**config.mk**
```make
export PLATFORM = sky130hd
export DESIGN_NAME = serial_line_tx
export DESIGN_NICKNAME = d
export VERILOG_FILES = /design/src/rtl/serial_tx_pkg.sv /design/src/rtl/baud_tick_gen.sv /design/src/rtl/bit_timer.sv /design/src/rtl/div_ctl.sv /design/src/rtl/tx_frame_fsm.sv /design/src/rtl/serial_line_tx.sv
export SDC_FILE = /design/constraint.sdc
export NUM_CORES = 1
export LEC_CHECK = 0
export BUFFER_PORTS_ARGS = -buffer_cell sky130_fd_sc_hd__buf_2
export CAP_MARGIN = 20
export CORE_ASPECT_RATIO = 0.5
export CORE_UTILIZATION = 35
export CTS_CLUSTER_DIAMETER = 50
export CTS_CLUSTER_SIZE = 12
export DETAILED_ROUTE_END_ITERATION = 7
export GPL_TIMING_DRIVEN = 1
export PLACE_DENSITY = 0.55
export SLEW_MARGIN = 0
export SYNTH_ARGS = -nofsm -noshare
export SYNTH_HDL_FRONTEND = slang
export SYNTH_SLANG_ARGS = --single-unit
```
**constraint.sdc**
```tcl
create_clock -name clk_i -period 2.1 [get_ports clk_i]
set_clock_uncertainty 0.2 [all_clocks]
set_input_delay 0.105 -clock clk_i [delete_from_list [all_inputs] [get_ports clk_i]]
set_output_delay 0.105 -clock clk_i [all_outputs]
set_load 0.01 [all_outputs]
```
**src/rtl/serial_tx_pkg.sv**
```systemverilog
package serial_tx_pkg;

  localparam int BYTE_W = 8;
  localparam int IDX_W  = 3;

  typedef enum logic [2:0] {
    ST_IDLE,
    ST_START,
    ST_DATA,
    ST_PAR,
    ST_STOP
  } tx_state_e;

  typedef struct packed {
    logic wide8;
    logic par_en;
    logic par_odd;
    logic two_stop;
  } frame_cfg_t;

  function automatic logic frame_parity(logic [BYTE_W-1:0] d, frame_cfg_t c);
    logic [BYTE_W-1:0] m;
    m = c.wide8 ? d : {1'b0, d[BYTE_W-2:0]};
    return (^m) ^ c.par_odd;
  endfunction

endpackage

```
**src/rtl/baud_tick_gen.sv**
```systemverilog
module baud_tick_gen #(
  parameter int CLK_HZ  = 24000000,
  parameter int TICK_HZ = 921600
) (
  input  logic clk_i,
  input  logic rst_ni,
  input  logic clr_i,
  output logic tick_o
);
  localparam int ACC_W = $clog2(CLK_HZ + TICK_HZ + 1);
  localparam logic [ACC_W-1:0] STEP  = ACC_W'(TICK_HZ);
  localparam logic [ACC_W-1:0] LIMIT = ACC_W'(CLK_HZ);

  logic [ACC_W-1:0] acc_q, acc_d, sum;
  logic             wrap;

  always_comb begin
    sum  = acc_q + STEP;
    wrap = (sum >= LIMIT);
    if (clr_i)     acc_d = '0;
    else if (wrap) acc_d = sum - LIMIT;
    else           acc_d = sum;
    tick_o = !clr_i && wrap;
  end

  always_ff @(posedge clk_i or negedge rst_ni) begin
    if (!rst_ni) acc_q <= '0;
    else         acc_q <= acc_d;
  end
endmodule

```
**src/rtl/bit_timer.sv**
```systemverilog
module bit_timer #(
  parameter int DIV_W = 10
) (
  input  logic             clk_i,
  input  logic             rst_ni,
  input  logic             run_i,
  input  logic             tick_i,
  input  logic [DIV_W-1:0] div_i,
  output logic             bit_end_o
);
  logic [DIV_W-1:0] cnt_q, cnt_d;
  logic             cnt_en;

  always_comb begin
    bit_end_o = run_i && tick_i && (cnt_q == div_i);
    cnt_en    = !run_i || tick_i;
    if (!run_i || bit_end_o) cnt_d = '0;
    else                     cnt_d = cnt_q + 1'b1;
  end

  always_ff @(posedge clk_i or negedge rst_ni) begin
    if (!rst_ni)     cnt_q <= '0;
    else if (cnt_en) cnt_q <= cnt_d;
  end
endmodule

```
**src/rtl/div_ctl.sv**
```systemverilog
module div_ctl #(
  parameter int DIV_W     = 10,
  parameter int DIV_RESET = 7
) (
  input  logic             clk_i,
  input  logic             rst_ni,
  input  logic             wr_i,
  input  logic [DIV_W-1:0] val_i,
  input  logic             boundary_i,
  output logic [DIV_W-1:0] div_o,
  output logic             busy_o
);
  logic             pend_q, pend_d;
  logic [DIV_W-1:0] val_q, val_d, act_q, act_d;
  logic             apply;

  always_comb begin
    apply  = pend_q && boundary_i && !wr_i;
    pend_d = pend_q;
    val_d  = val_q;
    act_d  = act_q;
    if (wr_i) begin
      pend_d = 1'b1;
      val_d  = val_i;
    end else if (apply) begin
      pend_d = 1'b0;
      act_d  = val_q;
    end
  end

  always_ff @(posedge clk_i or negedge rst_ni) begin
    if (!rst_ni) begin
      pend_q <= 1'b0;
      val_q  <= DIV_W'(DIV_RESET);
      act_q  <= DIV_W'(DIV_RESET);
    end else begin
      pend_q <= pend_d;
      if (wr_i)  val_q <= val_d;
      if (apply) act_q <= act_d;
    end
  end

  assign div_o  = act_q;
  assign busy_o = pend_q;
endmodule

```
**src/rtl/tx_frame_fsm.sv**
```systemverilog
module tx_frame_fsm
  import serial_tx_pkg::*;
(
  input  logic              clk_i,
  input  logic              rst_ni,
  input  logic              tx_en_i,
  input  logic              brk_i,
  input  logic              hold_i,
  input  frame_cfg_t        cfg_i,
  input  logic              in_valid_i,
  input  logic [BYTE_W-1:0] in_data_i,
  input  logic              bit_end_i,
  output logic              in_ready_o,
  output logic              active_o,
  output logic              tx_o
);
  tx_state_e         st_q, st_d;
  logic [IDX_W-1:0]  idx_q, idx_d, last_idx;
  logic [BYTE_W-1:0] sh_q, sh_d;
  frame_cfg_t        cfg_q, cfg_d;
  logic              par_q, par_d;
  logic              line_q, line_d;
  logic              accept;

  always_comb begin
    in_ready_o = (st_q == ST_IDLE) && tx_en_i && !brk_i && !hold_i;
    accept     = in_ready_o && in_valid_i;
    last_idx   = cfg_q.wide8 ? IDX_W'(BYTE_W - 1) : IDX_W'(BYTE_W - 2);
    st_d  = st_q;
    idx_d = idx_q;
    sh_d  = sh_q;
    cfg_d = cfg_q;
    par_d = par_q;
    if (brk_i) begin
      st_d = ST_IDLE;
    end else begin
      case (st_q)
        ST_IDLE: if (accept) begin
          st_d  = ST_START;
          idx_d = '0;
          sh_d  = in_data_i;
          cfg_d = cfg_i;
          par_d = frame_parity(in_data_i, cfg_i);
        end
        ST_START: if (bit_end_i) st_d = ST_DATA;
        ST_DATA: if (bit_end_i) begin
          sh_d = {1'b0, sh_q[BYTE_W-1:1]};
          if (idx_q == last_idx) begin
            idx_d = '0;
            st_d  = cfg_q.par_en ? ST_PAR : ST_STOP;
          end else begin
            idx_d = idx_q + 1'b1;
          end
        end
        ST_PAR: if (bit_end_i) st_d = ST_STOP;
        ST_STOP: if (bit_end_i) begin
          if (cfg_q.two_stop && (idx_q == '0)) idx_d = idx_q + 1'b1;
          else                                 st_d  = ST_IDLE;
        end
        default: st_d = ST_IDLE;
      endcase
    end
    if (brk_i) line_d = 1'b0;
    else begin
      case (st_q)
        ST_START: line_d = 1'b0;
        ST_DATA:  line_d = sh_q[0];
        ST_PAR:   line_d = par_q;
        default:  line_d = 1'b1;
      endcase
    end
  end

  always_ff @(posedge clk_i or negedge rst_ni) begin
    if (!rst_ni) begin
      st_q   <= ST_IDLE;
      idx_q  <= '0;
      sh_q   <= '0;
      cfg_q  <= '0;
      par_q  <= 1'b0;
      line_q <= 1'b1;
    end else begin
      st_q   <= st_d;
      idx_q  <= idx_d;
      sh_q   <= sh_d;
      par_q  <= par_d;
      line_q <= line_d;
      if (accept) cfg_q <= cfg_d;
    end
  end

  assign active_o = (st_q != ST_IDLE);
  assign tx_o     = line_q;
endmodule

```
**src/rtl/serial_line_tx.sv**
```systemverilog
module serial_line_tx
  import serial_tx_pkg::*;
#(
  parameter int CLK_HZ    = 24000000,
  parameter int TICK_HZ   = 921600,
  parameter int DIV_W     = 10,
  parameter int DIV_RESET = 7
) (
  input  logic              clk_i,
  input  logic              rst_ni,
  input  logic              in_valid_i,
  input  logic [BYTE_W-1:0] in_data_i,
  output logic              in_ready_o,
  input  logic [DIV_W-1:0]  div_val_i,
  input  logic              div_wr_i,
  input  logic              tx_en_i,
  input  logic              wide8_i,
  input  logic              par_en_i,
  input  logic              par_odd_i,
  input  logic              two_stop_i,
  input  logic              brk_i,
  output logic              tx_o,
  output logic              line_active_o,
  output logic              div_busy_o
);
  logic             rst_meta_n, rst_sync_n;
  logic             tick, bit_end, active;
  logic [DIV_W-1:0] div_act;
  frame_cfg_t       cfg;

  always_ff @(posedge clk_i or negedge rst_ni) begin
    if (!rst_ni) begin
      rst_meta_n <= 1'b0;
      rst_sync_n <= 1'b0;
    end else begin
      rst_meta_n <= 1'b1;
      rst_sync_n <= rst_meta_n;
    end
  end

  always_comb begin
    cfg.wide8    = wide8_i;
    cfg.par_en   = par_en_i;
    cfg.par_odd  = par_odd_i;
    cfg.two_stop = two_stop_i;
  end

  baud_tick_gen #(.CLK_HZ(CLK_HZ), .TICK_HZ(TICK_HZ)) u_tick (
    .clk_i(clk_i), .rst_ni(rst_sync_n), .clr_i(!active), .tick_o(tick)
  );

  bit_timer #(.DIV_W(DIV_W)) u_timer (
    .clk_i(clk_i), .rst_ni(rst_sync_n), .run_i(active), .tick_i(tick),
    .div_i(div_act), .bit_end_o(bit_end)
  );

  div_ctl #(.DIV_W(DIV_W), .DIV_RESET(DIV_RESET)) u_div (
    .clk_i(clk_i), .rst_ni(rst_sync_n), .wr_i(div_wr_i), .val_i(div_val_i),
    .boundary_i(!active), .div_o(div_act), .busy_o(div_busy_o)
  );

  tx_frame_fsm u_fsm (
    .clk_i(clk_i), .rst_ni(rst_sync_n), .tx_en_i(tx_en_i), .brk_i(brk_i),
    .hold_i(div_busy_o), .cfg_i(cfg), .in_valid_i(in_valid_i),
    .in_data_i(in_data_i), .bit_end_i(bit_end), .in_ready_o(in_ready_o),
    .active_o(active), .tx_o(tx_o)
  );

  assign line_active_o = active;
endmodule

```
# Word level (Yosys, flattened, before mapping)
# Index checks and enable logic that the tools add are counted.
dict set report op_classes {
  eq_ne 17
  n_reduce_logical 28
  n_addsub 4
  bitwise_logic 3
  n_mux 28
  n_lt_le_gt_ge 1
}
# cell n
set ops {}
lappend ops {{$mux 25} 2}
lappend ops {{$mux 3} 14}
lappend ops {{$add 25x20->25 const B} 1}
lappend ops {{$ge 25x25->1 const B} 1}
lappend ops {{$sub 25x25->25 const B} 1}
lappend ops {{$mux 8} 3}
lappend ops {{$pmux 8 s2} 1}
lappend ops {{$ne 3x3->1 const B} 5}
lappend ops {{$pmux 3 s5} 1}
lappend ops {{$add 10x1->10 const B} 1}
lappend ops {{$eq 10x10->1} 1}
lappend ops {{$logic_and 1x1->1} 10}
lappend ops {{$mux 10} 1}
lappend ops {{$pmux 3 s3} 1}
lappend ops {{$reduce_xor 8->1} 1}
lappend ops {{$reduce_and 7->1} 1}
lappend ops {{$eq 3x2->1 const B} 2}
lappend ops {{$logic_not 3->1} 2}
lappend ops {{$ne 3x2->1 const B} 2}
lappend ops {{$reduce_and 6->1} 1}
lappend ops {{$reduce_bool 3->1} 2}
lappend ops {{$logic_not 1->1} 4}
lappend ops {{$mux 1} 4}
lappend ops {{$ne 2x1->1 const B} 2}
lappend ops {{other kinds (13)} 17}
dict set report word_totals {
  word_cells 96
  out_inout_bits 4
  register_bits 77
  input_bits 28
}

# Depth between registers and ports, before layout
dict set report depth {
  ltp_word 8
  ltp_mapped 13
  depth_no_buf 10
}

# Modules after synthesis
# Synthesis repeated with hierarchy kept, for this count alone.
dict set report unflattened {
  cells_unflattened 398
  area_unflattened_um2 4098.9
}
# mod instances seq_area_each_um2 cells_per_inst area_each_um2
set modules_own_cells {}
lappend modules_own_cells {baud_tick_gen 1 400.4 168 1408.9}
lappend modules_own_cells {tx_frame_fsm 1 476.7 110 1142.3}
lappend modules_own_cells {div_ctl 1 533.0 46 843.3}
lappend modules_own_cells {bit_timer 1 250.2 70 646.9}
lappend modules_own_cells {serial_line_tx 1 50.0 4 57.6}

# Worst setup path after synthesis
# OpenSTA, ideal clock, no wires.
dict set report synth_timing {
  kind {reg-to-reg}
  start {register u_tick.acc_q[12]}
  end {register u_fsm.sh_q[1]}
  path_stages_with_launch 12
  required_time_ps 1775
  setup_time_ps 125
  path_buffers 2
  arrival_time_ps 2487
  period_less_slack_ps 2812
  setup_slack_ps -712
  cell_sequence {dfrtp_1 -> ha_1 -> buf_6 -> nand4_1 -> buf_4 -> o211ai_1 -> a21oi_1 -> nor3_2 -> o31a_4 -> nor4b_4 -> o21ai_4 -> mux2_4}
}
dict set report synth_between {
  elab_chain_len 7
}
# item line
set synth_lines {}
lappend synth_lines {{start: declaration} baud_tick_gen.sv:14} ;# logic [ACC_W-1:0] acc_q, acc_d, sum;
lappend synth_lines {{start signal: assignment} baud_tick_gen.sv:27} ;# if (!rst_ni) acc_q <= '0;
lappend synth_lines {{start signal: assignment} baud_tick_gen.sv:28} ;# else acc_q <= acc_d;
lappend synth_lines {{$add 25x20->25} baud_tick_gen.sv:18} ;# sum = acc_q + STEP;
lappend synth_lines {{$ge 25x25->1} baud_tick_gen.sv:19} ;# wrap = (sum >= LIMIT);
lappend synth_lines {{$logic_and 1x1->1} baud_tick_gen.sv:23} ;# tick_o = !clr_i && wrap;
lappend synth_lines {{$logic_and 1x1->1 (2 in series)} bit_timer.sv:15} ;# bit_end_o = run_i && tick_i && (cnt_q == div_i);
lappend synth_lines {{$ne 2x2->1 (no source line)} -}
lappend synth_lines {{$reduce_and 4->1 (no source line)} -}
lappend synth_lines {{end signal: assignment} tx_frame_fsm.sv:78} ;# sh_q <= '0;
lappend synth_lines {{end signal: assignment} tx_frame_fsm.sv:85} ;# sh_q <= sh_d;
lappend synth_lines {{end: declaration} tx_frame_fsm.sv:19} ;# logic [BYTE_W-1:0] sh_q, sh_d;
# No other way between the ends.
# A chain may end at the register's enable or synchronous reset.

# Final worst setup path
dict set report layout_timing {
  start {register u_tick.acc_q[12]}
  end {register u_fsm.idx_q[0]}
}
dict set report layout_between {
  elab_chain_len 7
  elab_cells_between_ends 8
  cone_classes {add/sub (1); order compare (1); eq/ne (2); reduce/logical (4)}
}
# item line
set layout_lines {}
lappend layout_lines {{$add 25x20->25 (*)} baud_tick_gen.sv:18}
lappend layout_lines {{$ge 25x25->1 (*)} baud_tick_gen.sv:19}
lappend layout_lines {{$logic_and 1x1->1 (*)} baud_tick_gen.sv:23}
lappend layout_lines {{$logic_and 1x1->1 (*) (2 in series)} bit_timer.sv:15}
lappend layout_lines {{$ne 2x2->1 (no source line)} -}
lappend layout_lines {{$reduce_and 6->1 (no source line) (*)} -}
lappend layout_lines {{end signal: assignment} tx_frame_fsm.sv:84} ;# idx_q <= idx_d;
lappend layout_lines {{end: declaration} tx_frame_fsm.sv:18} ;# logic [IDX_W-1:0] idx_q, idx_d, last_idx;
# Mark *: on every way between the ends. The rest lies on a longest branch, timed or not.

==> impl_metrics.py <==
metrics = {
    "timing": {
        "fin_ws_ps": -623,
        "max_slew_margin_pct": 65.9,
        "finalCriticalPeriod_ps": 2720,
        "tightest_slew_ps": 508,
        "setup_viol_count_final": 40,
        "hold_viol_final": 0,
        "fin_crit_sh_pct": 130,
        "drv_slew": 0,
        "rsz0062_at_grt": "yes",
        "fin_hold_ws_ps": 29.3,
        "fmaxAchievable_mhz": 367,
    },
    "routing": {
        "drtIter0Drc": 145,
        "drt-total-wl_mm": 9.86,
        "ant_nets": 0,
        "drc": 0,
        "wl_per_cell_um": 14.0,
        "drt_pass1_iterations": 4,
        "route.vias.total": 3360,
        "viasPerCell": 4.77,
    },
    "cts": {
        "clockRootBuffer": "clkbuf_16",
        "clock_path_buffers": 2,
        "cts_tree": "built",
        "clock_sinks": 68,
        "cts-buffers-inserted": 9,
        "h-tree-depth": 3,
        "clk_pin_slew_ps": 60,
        "clkLatencyLatePin_ps": 330,
    },
    "logic_synthesis": {
        "synth_area_sq_um": 4120,
        "syn-num-nets": 421,
        "ys.flop_type": "dfrtp_1",
        "ys_seq_area_share_pct": 41.5,
        "synthArstFlopShare_pct": 100,
        "synthCells": 387,
        "ys_ff_latch": 68,
        "synth.avg_cell_area_sq_um": 10.6,
        "yosysWarnings": 0,
        "yosysUniqueCellTypes": 72,
        "synth_edf_count": 0,
    },
    "final_layout": {
        "fin_nets": 575,
        "layout.cells.non_filler": 705,
        "fin_util_pct": 54.2,
        "antenna_cells": 0,
        "syn2layout_area_growth_pct": 47.6,
        "drive_above_1_share_pct": 48.2,
    },
    "status": {
        "failed_checks": "negative setup slack",
        "outcome": "complete, but fails checks",
    },
    "placed_design": {
        "dp.cells": 654,
        "io_buffers": 31,
        "globalplace.congestion": 0.853,
        "dp_hpwl_mm": 6.84,
        "dp_slack_ps": -721,
    },
    "floorplan": {
        "die-area_sq_um": 12200,
        "rows": 27,
        "ios": 32,
        "die_y_um": 78.7,
        "fp.coreArea_sq_um": 11200,
        "fp.dieW_um": 155,
        "initial_utilization_pct": 36.7,
    },
    "worst_setup_path": {
        "crit_chain": "ha_2, buf_4, and2_4, a21oi_4, o32a_1, nor3_4, o31ai_4, buf_4, a21oi_4, or2_4, mux2_1",
        "startpoint_type": "flop",
        "cp-end-kind": "flop",
        "cp.required_ps": 2120,
        "crit_slowest_cell": "dfrtp_1",
        "cp.arrival_ps": 2740,
        "criticalPathCategory": "reg2reg",
        "crit_fanout": 7,
        "cpPeakStageDelay_ps": 380,
    },
    "grt": {
        "grt_use_total_pct": 17.3,
        "grt_max_degree": 39,
        "grt_remaining_overflow": 0,
        "grt_pass1_vias": 3362,
        "grt_pass1_wl_mm": 16.5,
        "antenna_found_initial": 0,
    },
    "power_and_ir_drop": {
        "ir_worst_vdd_uv": 432,
        "p_leak_nw": 2.80,
        "power_density_nw_per_um2": 600,
    },
    "worst_hold_path": {
        "worstHoldPathType": "in2reg",
    },
    "run": {
        "cap_viol_max_count": 0,
    },
}
-- registers in the layout, indices dropped and copies added (netlist names) --
name           cells
rst_meta_n         1
u_div.div_o       10
u_div.val_q       10
u_fsm.par_q        1
u_timer.cnt_q     10
u_div.busy_o       1
u_fsm.idx_q        3
rst_sync_n         1
u_fsm.st_q         3
u_fsm.tx_o         1
u_tick.acc_q      16
u_fsm.cfg_q        3
u_fsm.sh_q         8
-- cell usage after synthesis, drive strengths merged (5+ instances only) --
cell / count / area [sq um]
xor2: 14 / 123
nor4: 8 / 83.8
clkbuf: 10 / 38.8
inv: 11 / 41.3
a21o: 5 / 37.5
nand2b: 5 / 31.3
dfstp: 7 / 184
nor3: 25 / 191
nand3: 7 / 35.0
nor2: 28 / 108
ha: 6 / 75.1
nand4: 6 / 37.5
buf: 12 / 92.6
dfrtp: 61 / 1530
o21ai: 9 / 56.3
nor3b: 5 / 47.5
nand2: 22 / 82.6
mux2: 35 / 417
a21oi: 17 / 88.8
xnor2: 29 / 254
and3: 6 / 37.5
-- cell usage in the layout, fill, tap and decap left out, types with 3 or more instances in the layout --
cell             n
dlygate4sd3_1   26
nor4_4           4
nand2b_1         5
clkbuf_8         3
nand3b_1         3
nor3_4           7
a21oi_2          5
dfrtp_1         60
buf_4          103
nor2_1          24
a21o_1           5
mux2_2          28
clkbuf_16        9
o21ai_0          5
o22ai_2          3
a21oi_4          4
nor3b_2          3
xnor2_1         28
nand3_1          7
a21oi_1          8
mux2_4           6
xor2_1          14
inv_1           10
a211o_1          4
o21a_1           3
nand2_1         22
nand4_1          6
and3_1           6
dfstp_2          7
ha_1             5
mux2i_1          3
buf_2           31
nor3_1           5
nor3_2          13
-- where the power goes --
group	internal (mW)	switching, mW	total (mW)
clock network	1.02	0.592	1.61
registers	1.46	0.0801	1.54
logic	0.292	0.202	0.494
total	2.77	0.874	3.65
-- metrics by stage --
stage          power, mW  instance area [sq um]  TNS (ps)
3_5_place_dp        2.01                   5200    -25190
3_3_place_gp        2.00                   5200    -23280
6_report            3.65                   6080    -21470
5_1_grt             3.82                   6080    -26330
4_1_cts             3.70                   5950    -20770
2_1_floorplan       1.84                   4200    -18800
-- repair_timing --
item / in CTS / in global routing
pin swaps: 20 / 3
endpoints found under the hold margin: 28 / 0
cloned: 1 / 0
hold buffers: 26 / 0
gates resized for setup: 30 / 20
buffers inserted: 3 / 5
setup endpoints to repair: 40 / 40
-- layer usage --
layer | up-vias | track usage (%) | part of all wire, %
li1 | 1696 | - | -
met1 | 1626 | 23.8 | 52
met2 | 34 | 26.8 | 46
met3 | 4 | 4.42 | 2.2
met4 | 0 | 5.10 | 0.55
met5 | - | 0 | 0
-- logic make-up (layout without fill, tap and decap cells) --
kind of cell,after synthesis,after routing,synth area share [%]
simple gates,132,132,20.5
fa+ha+maj,6,6,1.82
buf+inv,33,192,4.19
flops,68,68,41.5
other cells,1,1,0.0911
xor+xnor,43,43,9.15
compound gates,66,66,11.9
mux,38,38,10.8
-- layout make-up --
type	instances	area (sq um)
Clock buffer	12	267
Timing Repair Buffer	165	1270
Sequential cell	68	1710
Clock inverter	4	55.1
Fill cell	1006	5140
Multi-Input combinational cell	286	2540
Inverter	11	43.8
Tap cell	159	199
-- critical path, delay by kind of cell, from the launching register on --
kind	cells	cell delay [ps]
compound gates	4	710
simple gates	3	480
flops	1	380
buf+inv	2	350
mux	1	310
fa+ha+maj	1	190
-- final timing paths --
check                                  from        endpoint  slack, ps  cells past startpoint
max                        u_tick.acc_q[12]  u_fsm.idx_q[0]       -620                     11
min                                   brk_i   u_fsm.st_q[1]         30                      4
max reg2reg                u_tick.acc_q[12]  u_fsm.idx_q[0]       -620                     11
min reg2reg                      rst_sync_n  u_div.div_o[6]         40                      1
max in group asynchronous            rst_ni      rst_sync_n       1140                      3
min in group asynchronous        rst_sync_n  u_div.div_o[6]         40                      1
No activity file was read; power rests on OpenSTA's default activity.
